--- config.mk ---
export PLATFORM = sky130hd
export DESIGN_NAME = store_watch_unit
export DESIGN_NICKNAME = d
export VERILOG_FILES = /design/src/rtl/swu_pkg.sv /design/src/rtl/swu_arm_check.sv /design/src/rtl/swu_line_match.sv /design/src/rtl/swu_monitor_fsm.sv /design/src/rtl/store_watch_unit.sv
export SDC_FILE = /design/constraint.sdc
export NUM_CORES = 1
export LEC_CHECK = 0
export BUFFER_PORTS_ARGS = -buffer_cell sky130_fd_sc_hd__buf_2
export CAP_MARGIN = 20
export CORE_MARGIN = 1
export CORE_UTILIZATION = 32
export CTS_CLUSTER_SIZE = 40
export DETAILED_ROUTE_END_ITERATION = 8
export HOLD_SLACK_MARGIN = 0.05
export MAX_ROUTING_LAYER = met4
export PLACE_DENSITY = 0.86
export SYNTH_ARGS = -nofsm -noshare
export SYNTH_HDL_FRONTEND = slang
export SYNTH_SLANG_ARGS = --single-unit
--- constraint.sdc ---
create_clock -name clk -period 2.3 [get_ports clk]
set_input_delay 0.46 -clock clk [delete_from_list [all_inputs] [get_ports clk]]
set_output_delay 0.46 -clock clk [all_outputs]
set_load 0.005 [all_outputs]
--- src/rtl/swu_pkg.sv ---
// Package: shared types for the store address monitor unit.
// Assumes nothing beyond standard SystemVerilog enum semantics.
package swu_pkg;

    // Response codes returned on an arm request.
    typedef enum logic [1:0] {
        RESP_OK = 2'b00,
        RESP_GP = 2'b01,
        RESP_UD = 2'b10
    } resp_code_t;

    // Monitor states.
    typedef enum logic [1:0] {
        MON_IDLE  = 2'b00,
        MON_ARMED = 2'b01,
        MON_TRIG  = 2'b10
    } mon_state_t;

endpackage

--- src/rtl/swu_arm_check.sv ---
// Module: swu_arm_check
// Decides whether an arm request is accepted and which response code it gets.
// The disable check comes before the extensions check. No extension bit is
// defined, so every set bit faults. The hints word never enters this logic.
module swu_arm_check
    import swu_pkg::*;
#(
    parameter int EXT_W = 32
) (
    input  logic             enable_i,
    input  logic [EXT_W-1:0] ext_i,
    output logic             accept_o,
    output resp_code_t       code_o
);

    // Classify the request: disabled, bad extensions or good.
    always_comb begin
        if (!enable_i) begin
            accept_o = 1'b0;
            code_o   = RESP_UD;
        end else if (|ext_i) begin
            accept_o = 1'b0;
            code_o   = RESP_GP;
        end else begin
            accept_o = 1'b1;
            code_o   = RESP_OK;
        end
    end

endmodule

--- src/rtl/swu_line_match.sv ---
// Module: swu_line_match
// Holds the line tag of the monitored range and compares store addresses
// against it. Assumes LINE_BYTES is a power of two and smaller than 2**ADDR_W.
module swu_line_match #(
    parameter int ADDR_W     = 12,
    parameter int LINE_BYTES = 16
) (
    input  logic              clk,
    input  logic              rst_n,
    input  logic              load_i,
    input  logic [ADDR_W-1:0] load_addr_i,
    input  logic [ADDR_W-1:0] probe_addr_i,
    output logic              hit_o
);

    localparam int OFF_W = $clog2(LINE_BYTES);
    localparam int TAG_W = ADDR_W - OFF_W;

    logic [TAG_W-1:0] base_tag_q;
    logic [TAG_W-1:0] probe_tag;

    // Latch the aligned tag of a newly accepted arm address.
    always_ff @(posedge clk) begin
        if (!rst_n) begin
            base_tag_q <= '0;
        end else if (load_i) begin
            base_tag_q <= load_addr_i[ADDR_W-1:OFF_W];
        end
    end

    // Compare the store's line tag against the latched tag.
    always_comb begin
        probe_tag = probe_addr_i[ADDR_W-1:OFF_W];
        hit_o     = (probe_tag == base_tag_q);
    end

endmodule

--- src/rtl/swu_monitor_fsm.sv ---
// Module: swu_monitor_fsm
// Three-state monitor. An accepted arm has top priority, then a clear, then a
// qualifying store hit. Assumes store_hit_i is already qualified by store
// valid, memory type and line match.
module swu_monitor_fsm
    import swu_pkg::*;
(
    input  logic clk,
    input  logic rst_n,
    input  logic arm_accept_i,
    input  logic clear_i,
    input  logic store_hit_i,
    output logic armed_o,
    output logic triggered_o
);

    mon_state_t state_q;
    mon_state_t state_d;

    // Next-state selection in priority order: arm, clear, store hit.
    always_comb begin
        state_d = state_q;
        if (arm_accept_i) begin
            state_d = MON_ARMED;
        end else if (clear_i) begin
            state_d = MON_IDLE;
        end else if (store_hit_i && state_q == MON_ARMED) begin
            state_d = MON_TRIG;
        end
    end

    // State register.
    always_ff @(posedge clk) begin
        if (!rst_n) begin
            state_q <= MON_IDLE;
        end else begin
            state_q <= state_d;
        end
    end

    // Decode the state onto the outputs.
    always_comb begin
        armed_o     = (state_q == MON_ARMED);
        triggered_o = (state_q == MON_TRIG);
    end


    hit_triggers_chk: assert property (@(posedge clk) disable iff (!rst_n)
        (armed_o && store_hit_i && !arm_accept_i && !clear_i) |=> triggered_o);


    clear_idles_chk: assert property (@(posedge clk) disable iff (!rst_n)
        (clear_i && !arm_accept_i) |=> (!armed_o && !triggered_o));


    state_exclusive_chk: assert property (@(posedge clk) disable iff (!rst_n)
        !(armed_o && triggered_o));

endmodule

--- src/rtl/store_watch_unit.sv ---
// Module: store_watch_unit
// Top level of the store address monitor. It validates arm requests, latches
// the monitored line, qualifies snooped stores by memory type and line, and
// drives a registered one-cycle response. Assumes one arm request at most per
// cycle and inputs synchronous to clk.
module store_watch_unit
    import swu_pkg::*;
#(
    parameter int ADDR_W     = 12,
    parameter int LINE_BYTES = 16,
    parameter int EXT_W      = 32,
    parameter int HINT_W     = 32,
    parameter int MT_W       = 3,
    parameter int MT_WB      = 6,
    parameter int QUERY_W    = 16
) (
    input  logic               clk,
    input  logic               rst_n,
    input  logic               enable_i,
    input  logic               arm_valid_i,
    input  logic [ADDR_W-1:0]  arm_addr_i,
    input  logic [EXT_W-1:0]   arm_ext_i,
    input  logic [HINT_W-1:0]  arm_hint_i,
    output logic               arm_resp_valid_o,
    output logic [1:0]         arm_resp_code_o,
    input  logic               st_valid_i,
    input  logic [ADDR_W-1:0]  st_addr_i,
    input  logic [MT_W-1:0]    st_mtype_i,
    input  logic               wait_clear_i,
    output logic               armed_o,
    output logic               triggered_o,
    output logic [QUERY_W-1:0] line_size_o
);

    localparam logic [MT_W-1:0] WB_TAG = MT_W'(MT_WB);

    logic       chk_accept;
    resp_code_t chk_code;
    logic       arm_go;
    logic       line_hit;
    logic       store_qual;
    logic       hint_unused;

    // The hints word is architecturally meaningless; fold it away.
    assign hint_unused = ^arm_hint_i;

    // Report the configured line size on the query output.
    assign line_size_o = QUERY_W'(LINE_BYTES);

    swu_arm_check #(.EXT_W(EXT_W)) u_check (
        .enable_i (enable_i),
        .ext_i    (arm_ext_i),
        .accept_o (chk_accept),
        .code_o   (chk_code)
    );

    // An arm takes effect only when requested and accepted.
    assign arm_go = arm_valid_i && chk_accept;

    swu_line_match #(.ADDR_W(ADDR_W), .LINE_BYTES(LINE_BYTES)) u_match (
        .clk          (clk),
        .rst_n        (rst_n),
        .load_i       (arm_go),
        .load_addr_i  (arm_addr_i),
        .probe_addr_i (st_addr_i),
        .hit_o        (line_hit)
    );

    // Only write-back stores that hit the line qualify.
    assign store_qual = st_valid_i && (st_mtype_i == WB_TAG) && line_hit;

    swu_monitor_fsm u_fsm (
        .clk          (clk),
        .rst_n        (rst_n),
        .arm_accept_i (arm_go),
        .clear_i      (wait_clear_i),
        .store_hit_i  (store_qual),
        .armed_o      (armed_o),
        .triggered_o  (triggered_o)
    );

    // Register the one-cycle response pulse and its code.
    always_ff @(posedge clk) begin
        if (!rst_n) begin
            arm_resp_valid_o <= 1'b0;
            arm_resp_code_o  <= 2'b00;
        end else begin
            arm_resp_valid_o <= arm_valid_i;
            arm_resp_code_o  <= arm_valid_i ? chk_code : 2'b00;
        end
    end


    resp_follows_req_chk: assert property (@(posedge clk) disable iff (!rst_n)
        arm_valid_i |=> arm_resp_valid_o);


    no_spurious_resp_chk: assert property (@(posedge clk) disable iff (!rst_n)
        !arm_valid_i |=> !arm_resp_valid_o);


    disabled_ud_chk: assert property (@(posedge clk) disable iff (!rst_n)
        (arm_valid_i && !enable_i) |=> (arm_resp_code_o == 2'b10));


    ext_fault_chk: assert property (@(posedge clk) disable iff (!rst_n)
        (arm_valid_i && enable_i && (arm_ext_i != '0)) |=> (arm_resp_code_o == 2'b01));


    arm_ok_chk: assert property (@(posedge clk) disable iff (!rst_n)
        (arm_valid_i && enable_i && (arm_ext_i == '0))
            |=> (armed_o && !triggered_o && arm_resp_code_o == 2'b00));


    non_wb_ignored_chk: assert property (@(posedge clk) disable iff (!rst_n)
        (armed_o && st_valid_i && (st_mtype_i != WB_TAG) && !arm_valid_i && !wait_clear_i)
            |=> armed_o);


    fault_keeps_state_chk: assert property (@(posedge clk) disable iff (!rst_n)
        (arm_valid_i && !(enable_i && (arm_ext_i == '0)) && !st_valid_i && !wait_clear_i)
            |=> ($stable(armed_o) && $stable(triggered_o)));


    reset_idle_chk: assert property (@(posedge clk)
        !rst_n |=> (!armed_o && !triggered_o && !arm_resp_valid_o));

endmodule

==> flow_metrics.py, run 1 <==
metrics = {
    "routing": {
        "viasPerCell": 4.470,
        "drtPass1Iterations": 2,
        "routed_wl_um": 1728,
        "via_count": 818,
        "ant_nets": 0,
        "wire_per_inst_um": 9.443,
        "first_iter_violations": 1,
        "drc_errors": 0,
    },
    "cells_and_area": {
        "layout_common_cells": "buf_2 (61), nand2_1 (18), conb_1 (16)",
        "diodes": 0,
        "register_area_um2": 260.3,
        "syn_to_final_growth_pct": 35.66,
        "drive_gt1_share_pct": 44.52,
        "final_common_cell": "buf_2",
        "nFillCells": 225,
        "finalNetCount": 253,
        "fin_util_pct": 47.66,
        "multi_input_area_um2": 460.4,
    },
    "setup_path": {
        "crit_family": "simple AND/OR/NAND/NOR gates",
        "reg2reg_from": "u_match.base_tag_q[6]",
        "critical_path_class": "reg2reg",
        "rr_worst_depth": 4,
        "r2r_end": "u_fsm.state_q[0]",
        "crit_path_end_kind": "flip-flop",
        "cp_max_fo": 2,
        "reg2reg_slack_ns": 0.86,
        "crit_chain": "xor2_1 > nor4_1 > a31oi_1 > a31o_2",
        "start_kind": "flip-flop",
        "slowest_delay_ns": 0.47,
        "critical_path_arrival_ns": 1.62,
        "required_ns": 2.47,
        "path_buf_inv": 0,
        "slowest_stage": "nor4_1",
    },
    "worst_hold_path": {
        "holdPathEnd": "u_fsm.state_q[1]",
        "hold_class": "in2reg",
        "hp-start": "wait_clear_i",
        "hold_path_depth": 2,
    },
    "clocking": {
        "cts_tree": "built",
        "h-tree-depth": 1,
        "clock_sinks": 13,
        "cts_made_buffers": 3,
        "post_cts_resized": 0,
        "ctsHoldBuffers": 0,
        "cts-root-buf": "clkbuf_4",
        "cts_setup_buffers": 0,
        "clk_latency_ns": 0.27,
        "cts_max_path_buffers": 2,
        "clkTransAtPathRegs_ns": 0.08,
    },
    "power_and_ir_drop": {
        "power.density_nw_per_um2": 407.5,
        "combPwrFrac_pct": 17.4,
        "seq_power_share_pct": 51.1,
        "ir_worst_vdd_mv": 0.3117,
        "p_sw_mw": 0.1085,
        "p_clk_share_pct": 31.5,
        "leakage_nw": 0.5548,
        "p_int_mw": 0.3377,
        "sw_frac_of_total_pct": 24.31,
    },
    "yosys": {
        "synth_cell_types": 20,
        "syn_avg_cell_area_um2": 8.585,
        "synth_top_area_cell": "dfxtp_1",
        "ys_seq_area_share_pct": 32.25,
        "synthCells": 94,
        "netlist.area_leader.share_pct": 32.25,
        "syn_area_um2": 807.0,
        "yosys_register_bits": 13,
        "yosys-top-cells-area": "dfxtp_1 (32%), buf_4 (15%), mux2i_1 (9.9%)",
        "yosysWarnings": 0,
    },
    "global_route": {
        "global_route.usage.total_pct": 13.98,
        "grt_overflow": 0,
        "grt_max_degree": 20,
        "grt_pass1_vias": 681,
        "grt_pass1_wl_um": 2497,
        "antenna_found_initial": 0,
    },
    "die": {
        "core-area_um2": 2297,
        "rows": 17,
        "dieWidth_um": 52.22,
        "io_pins": 118,
        "die_h_um": 52.22,
        "start_util_pct": 35.13,
        "die-area_um2": 2727,
    },
    "timing": {
        "slew_viol_final": 0,
        "hold_viol_final": 0,
        "setup-tns-final_ns": 0,
        "clock_skew_ns": 0.005516,
        "min_period_ns": 1.443,
        "setup_violations": 0,
        "fmax_mhz": 692.9,
        "period_share_pct": 62.74,
        "rsz0062_at_grt": "no",
    },
    "status": {
        "status": "finished, final reports clean",
    },
    "flow_run": {
        "drv_cap": 0,
    },
    "placement": {
        "dp_hpwl_um": 1467,
        "io_buffers": 61,
        "gp_congestion": 0.6969,
    },
}
==> synthesized netlist by cell type <==
cell type / count
conb_1: 2
and4_1: 1
nor4b_2: 1
a31o_2: 1
mux2i_1: 8
buf_4: 16
nand2_1: 18
buf_6: 1
nor2b_1: 4
nand4_1: 2
and2_1: 1
nor4_2: 1
nor4_1: 9
a31oi_1: 2
nand3b_1: 1
nor3_2: 1
clkbuf_1: 2
xor2_1: 8
dfxtp_1: 13
nor2_1: 2
==> cell families (layout without fill, tap and decap cells) <==
logic type / Yosys count / in the layout / synth area share (%)
compound gates: 3 / 3 / 2.636
mux: 8 / 8 / 9.923
flops: 13 / 13 / 32.25
simple gates: 41 / 41 / 28.37
other cells: 2 / 16 / 0.9306
xor+xnor: 8 / 8 / 8.683
buf+inv: 19 / 66 / 17.21
==> state kept, by name, summed over array words and instances, names as in the netlist <==
signal              flops
arm_resp_valid_o        1
arm_resp_code_o         2
u_fsm.state_q           2
u_match.base_tag_q      8
==> worst register-to-register path: stages, from the launching register on <==
cell and delay [ns]:
dfxtp_1 0.33, xor2_1 0.16, nor4_1 0.47, a31oi_1 0.16
a31o_2 0.24
==> metrics by stage <==
stage	cells	area [um^2]	hold WS, ns	power, mW	setup slack [ns]
floorplan	108	859.6	0.4465	0.2773	0.8334
global placement	179	1069	0.4592	0.3094	0.5474
detailed placement	179	1069	0.4609	0.3115	0.5509
CTS	183	1095	0.3468	0.4545	0.8480
global route	183	1095	0.3333	0.4811	0.7484
finish	183	1095	0.3545	0.4462	0.8569
==> power by group through the flow <==
| stage | Combinational, mW | Sequential (mW) | Clock, mW |
|---|---|---|---|
| 3_3_place_gp | 0.0762 | 0.233 | 0 |
| 2_1_floorplan | 0.0439 | 0.233 | 0 |
| 3_5_place_dp | 0.0783 | 0.233 | 0 |
| 4_1_cts | 0.0786 | 0.228 | 0.148 |
| 5_1_grt | 0.0877 | 0.228 | 0.165 |
| 6_report | 0.0777 | 0.228 | 0.141 |
==> metal layers <==
layer,track usage [%],vias up,part of all wire (%)
li1,-,412,-
met2,26.71,51,52
met3,4.928,2,11
met5,-,-,0
met1,10.37,353,35
met4,10.53,0,1.6
==> worst max path at each step <==
stage	start	slack, ns	to	depth (start not counted)
finish	u_match.base_tag_q[6]	0.86	u_fsm.state_q[0]	4
global route	arm_ext_i[30]	0.75	u_match.base_tag_q[7]	6
CTS	u_match.base_tag_q[6]	0.85	u_fsm.state_q[0]	4
detailed placement	arm_ext_i[21]	0.55	u_match.base_tag_q[6]	6
global placement	arm_ext_i[21]	0.55	u_match.base_tag_q[2]	6
floorplan	arm_ext_i[30]	0.83	u_match.base_tag_q[0]	5
==> area by class of cell <==
cell class | instances | share of cell area [%]
sequential | 13 | 23.77
timing repair buffer | 62 | 28.57
clock buffer | 4 | 2.400
multi-input combinational | 76 | 42.06
tap | 28 | 3.200
Power figures use the tool's default switching activity.
==> inputs of run 2 (changes only) <==
- CORE_UTILIZATION: 32 -> 26
- PLACE_DENSITY: 0.86 -> 0.75
- clock period: 2.3 -> 1.3 ns (I/O delays scaled with it)
==> run 2 against run 1 <==
Against the previous run: the flow now finishes with violations (design-rule violations, negative setup slack); count of clock-buffer cells in the layout unchanged; clock power increased by 76%; die area increased by 22%; sequential share of layout area decreased by 1.3 points; critical path type unchanged.
==> flow_metrics.py, run 2 (synthesized netlist as in run 1, its figures left out) <==
metrics = {
    "clocking": {
        "cts_made_buffers": 3,
        "cts_tree": "built",
        "clk_latency_ns": 0.27,
        "cts-root-buf": "clkbuf_4",
        "clkTransAtPathRegs_ns": 0.08,
        "clock_sinks": 13,
        "h-tree-depth": 1,
        "cts_setup_buffers": 0,
        "cts_max_path_buffers": 2,
        "ctsHoldBuffers": 0,
    },
    "timing": {
        "fmax_mhz": 760.7,
        "slew_viol_final": 0,
        "rsz0062_at_grt": "yes",
        "min_period_ns": 1.315,
        "period_share_pct": 101.1,
        "hold_viol_final": 0,
        "hold_slack_ns": 0.1597,
        "clock_skew_ns": 0.002240,
        "setup_violations": 1,
        "setup_ws_ns": -0.01463,
    },
    "routing": {
        "wire_per_inst_um": 9.796,
        "first_iter_violations": 7,
        "routed_wl_um": 1871,
        "drtPass1Iterations": 6,
        "via_count": 834,
        "drc_errors": 2,
        "ant_nets": 0,
        "viasPerCell": 4.366,
    },
    "setup_path": {
        "slowest_stage": "dfxtp_2",
        "cp_max_fo": 2,
        "crit_chain": "xor2_1 > nor4_1 > buf_4 > a31oi_1 > a31o_2",
        "crit_path_end_kind": "flip-flop",
        "required_ns": 1.47,
        "slowest_delay_ns": 0.34,
        "critical_path_arrival_ns": 1.48,
        "path_buf_inv": 1,
        "start_kind": "flip-flop",
        "critical_path_class": "reg2reg",
        "crit_family": "flip-flops",
    },
    "die": {
        "die-area_um2": 3331,
        "die_h_um": 57.72,
        "dieWidth_um": 57.72,
        "core-area_um2": 2853,
        "rows": 19,
        "io_pins": 118,
        "start_util_pct": 28.29,
    },
    "cells_and_area": {
        "diodes": 0,
        "final_area_um2": 1174,
        "reg.largest.list": "u_match.base_tag_q: 8 flops, arm_resp_code_o: 2 flops, u_fsm.state_q: 2 flops",
        "drive_gt1_share_pct": 50.63,
        "layout_common_cells": "buf_2 (61), nand2_1 (18), conb_1 (16)",
        "nFillCells": 286,
        "finalNetCount": 258,
        "syn_to_final_growth_pct": 45.43,
        "largest_register": "u_match.base_tag_q",
        "final_common_cell": "buf_2",
        "register_area_um2": 264.0,
        "multi_input_area_um2": 494.2,
        "largest_reg_flops": 8,
    },
    "global_route": {
        "global_route.usage.total_pct": 10.99,
        "antenna_found_initial": 0,
        "grt_overflow": 0,
        "grt_pass1_vias": 687,
        "grt_pass1_wl_um": 2628,
        "grt_max_degree": 12,
    },
    "placement": {
        "placed_cell_area_um2": 1110,
        "gp_congestion": 0.7440,
        "dp_slack_ns": -0.2863,
        "dp_hpwl_um": 1611,
        "io_buffers": 61,
    },
    "power_and_ir_drop": {
        "leakage_nw": 0.5832,
        "ir_worst_vdd_mv": 0.2143,
        "power.density_nw_per_um2": 684.4,
    },
    "status": {
        "violations": "design-rule violations, negative setup slack",
        "status": "complete, but fails checks",
    },
    "worst_hold_path": {
        "hold_class": "in2reg",
    },
    "flow_run": {
        "drv_cap": 0,
    },
}
run 2: final timing paths:
| kind | slack [ns] | to | start | depth (start not counted) |
|---|---|---|---|---|
| setup / recovery | -0.01 | u_fsm.state_q[0] | u_match.base_tag_q[1] | 5 |
| hold / removal | 0.16 | u_fsm.state_q[1] | wait_clear_i | 2 |
| setup reg to reg | -0.01 | u_fsm.state_q[0] | u_match.base_tag_q[1] | 5 |
| hold reg to reg | 0.47 | u_match.base_tag_q[3] | u_match.base_tag_q[3] | 2 |
run 2: worst register-to-register path: stages (launching register included):
cell     delay [ns]
dfxtp_2        0.34
xor2_1         0.16
nor4_1         0.26
buf_4          0.16
a31oi_1        0.08
a31o_2         0.21
run 2: per-stage QoR:
step	setup TNS, ns	total power, mW	cells	utilization, %
2_1_floorplan	0	0.4907	108	-
3_3_place_gp	-2.205	0.5538	187	38.90
3_5_place_dp	-2.311	0.5562	187	38.90
4_1_cts	-0.02430	0.8091	191	39.91
5_1_grt	-0.07000	0.8563	191	41.14
6_report	-0.01463	0.8032	191	41.14
run 2: where the power goes:
| part | internal [mW] | leakage [nW] | switching [mW] |
|---|---|---|---|
| Sequential | 0.402 | 0.107 | 0.000994 |
| Combinational | 0.0834 | 0.461 | 0.0688 |
| Clock | 0.119 | 0.0150 | 0.130 |
run 2: per-layer routing:
layer	up-vias	GRT usage, %	share of wire (%)
met1	354	9.863	38
li1	423	-	-
met2	55	20.76	50
met4	0	8.163	1.4
met5	-	-	0
met3	2	1.563	10
run 2: layout make-up:
cell class | instances | area share (%)
clock buffers | 4 | 2.239
well taps | 31 | 3.305
flip-flops and latches | 13 | 22.49
repair buffers | 67 | 29.85
multi-input cells | 76 | 42.11
run 2: repair_timing:
item / 4_1_cts / 5_1_grt
pin swaps: 5 / 4
gates resized for setup: 2 / 6
endpoints found under the setup margin: 2 / 10
==> inputs of run 3 (changes only) <==
- clock period: 1.3 -> 1.2 ns (I/O delays scaled with it)
==> run 3 against run 2 <==
Against the previous run: the flow still finishes with violations (design-rule violations, negative setup slack); sequential power up 8.2%; via count grew 1.7%; critical path depth stayed put; final area up 6.6%; sequential share of layout area down 1.4 points; clock skew is 0.0018 ns lower; first-iteration DRC count rose to 5.3 times the previous value; cell count up 0.52%; non-clock buffer count increased by 1; hold slack worse by 0.0060 ns; sequential cell count is the same; critical endpoint unchanged; global-route usage increased by 0.17 points.
==> flow_metrics.py, run 3 (synthesized netlist as in run 1, its figures left out) <==
metrics = {
    "status": {
        "status": "complete, but fails checks",
        "violations": "design-rule violations, negative setup slack",
    },
    "clocking": {
        "clk_latency_ns": 0.27,
        "clock_sinks": 13,
        "cts-root-buf": "clkbuf_4",
        "cts_tree": "built",
        "clkTransAtPathRegs_ns": 0.08,
        "cts_max_path_buffers": 2,
        "h-tree-depth": 1,
        "cts_made_buffers": 3,
    },
    "cells_and_area": {
        "layout_common_cells": "buf_2 (58), nand2_1 (18), conb_1 (16)",
        "syn_to_final_growth_pct": 55.04,
        "largest_register": "u_match.base_tag_q",
        "largest_reg_flops": 8,
        "final_area_um2": 1251,
        "finalNetCount": 259,
        "diodes": 0,
        "final_common_cell": "buf_2",
        "nFillCells": 295,
        "fin_util_pct": 43.86,
        "drive_gt1_share_pct": 53.42,
        "final_cells": 192,
        "reg.largest.list": "u_match.base_tag_q: 8 flops, arm_resp_code_o: 2 flops, u_fsm.state_q: 2 flops",
    },
    "placement": {
        "dp_hpwl_um": 1521,
        "placed_cells": 187,
        "io_buffers": 61,
        "gp_congestion": 0.7089,
        "placed_cell_area_um2": 1161,
        "dp_slack_ns": -0.2896,
    },
    "setup_path": {
        "required_ns": 1.36,
        "reg2reg_slack_ns": -0.17,
        "critical_path_arrival_ns": 1.53,
        "path_depth": 5,
        "reg2reg_from": "u_match.base_tag_q[0]",
        "critical_path_class": "reg2reg",
        "slowest_delay_ns": 0.33,
        "path_buf_inv": 1,
        "crit_chain": "xor2_1 > nor4_1 > buf_4 > a31oi_2 > a31o_2",
        "r2r_end": "u_fsm.state_q[0]",
        "rr_worst_depth": 5,
        "crit_path_end_kind": "flip-flop",
        "slowest_stage": "dfxtp_2",
        "cp_max_fo": 2,
        "start_kind": "flip-flop",
        "crit_family": "flip-flops",
    },
    "global_route": {
        "grt_pass1_wl_um": 2732,
        "global_route.usage.total_pct": 11.16,
        "grt_max_degree": 13,
        "antenna_found_initial": 0,
        "grt_overflow": 0,
        "grt_pass1_vias": 689,
    },
    "timing": {
        "min_period_ns": 1.366,
        "slew_viol_final": 0,
        "setup-tns-final_ns": -0.3118,
        "hold_slack_ns": 0.1537,
        "setup_ws_ns": -0.1659,
        "clock_skew_ns": 0.0004017,
        "period_share_pct": 113.8,
        "hold_viol_final": 0,
        "setup_violations": 2,
        "rsz0062_at_grt": "yes",
        "fmax_mhz": 732.1,
    },
    "die": {
        "die_h_um": 57.72,
        "core-area_um2": 2853,
        "rows": 19,
        "start_util_pct": 28.29,
        "die-area_um2": 3331,
        "io_pins": 118,
        "dieWidth_um": 57.72,
    },
    "routing": {
        "drc_errors": 5,
        "first_iter_violations": 37,
        "via_count": 848,
        "wire_per_inst_um": 9.219,
        "drtPass1Iterations": 8,
        "routed_wl_um": 1770,
        "viasPerCell": 4.417,
        "ant_nets": 0,
    },
    "flow_run": {
        "drv_cap": 0,
    },
    "power_and_ir_drop": {
        "ir_worst_vdd_mv": 0.2885,
        "leakage_nw": 0.6018,
        "power_mw": 0.8831,
        "power.density_nw_per_um2": 705.8,
    },
    "worst_hold_path": {
        "hold_class": "in2reg",
        "hold_path_depth": 2,
        "hp-start": "wait_clear_i",
        "holdPathEnd": "u_fsm.state_q[1]",
    },
}
## run 3: report_power, final
part           internal (mW)  switching (mW)
logic                  0.100          0.0838
clock network          0.128           0.135
registers              0.435        0.000728
total                  0.664           0.219
## run 3: worst reg2reg max path, stage by stage (launching register included)
cell	delay (ns)
dfxtp_2	0.33
xor2_1	0.15
nor4_1	0.32
buf_4	0.18
a31oi_2	0.08
a31o_2	0.21
## run 3: repair_timing
item | in CTS | in global routing
setup endpoints to repair | 3 | 11
pin swaps | 2 | 2
gates resized for setup | 1 | 10
setup buffers | 1 | 0
hold buffers | 0 | 0
gates cloned | 0 | 0
## run 3: final cells by class
class	count	area, um^2	share of cell area [%]
multi-input combinational	76	545.5	43.60
sequential	13	264.0	21.10
timing repair buffer	68	376.6	30.10
tap	31	38.79	3.100
clock buffer	4	26.28	2.100
## run 3: worst max path at each step
stage | to | start | slack [ns]
global route | u_fsm.state_q[1] | u_match.base_tag_q[0] | -0.22
detailed placement | u_match.base_tag_q[1] | arm_ext_i[5] | -0.29
finish | u_fsm.state_q[0] | u_match.base_tag_q[0] | -0.17
floorplan | u_fsm.state_q[0] | u_match.base_tag_q[6] | -0.01
CTS | u_fsm.state_q[1] | u_match.base_tag_q[0] | -0.16
global placement | u_match.base_tag_q[0] | arm_ext_i[5] | -0.26
## run 3: routing by layer
| metal | GRT usage, % | routed length, um | vias to the layer above |
|---|---|---|---|
| met5 | - | 0 | - |
| met4 | 6.122 | 24 | 0 |
| met3 | 2.009 | 207 | 2 |
| met2 | 18.60 | 826 | 64 |
| met1 | 12.67 | 711 | 355 |
| li1 | - | - | 427 |
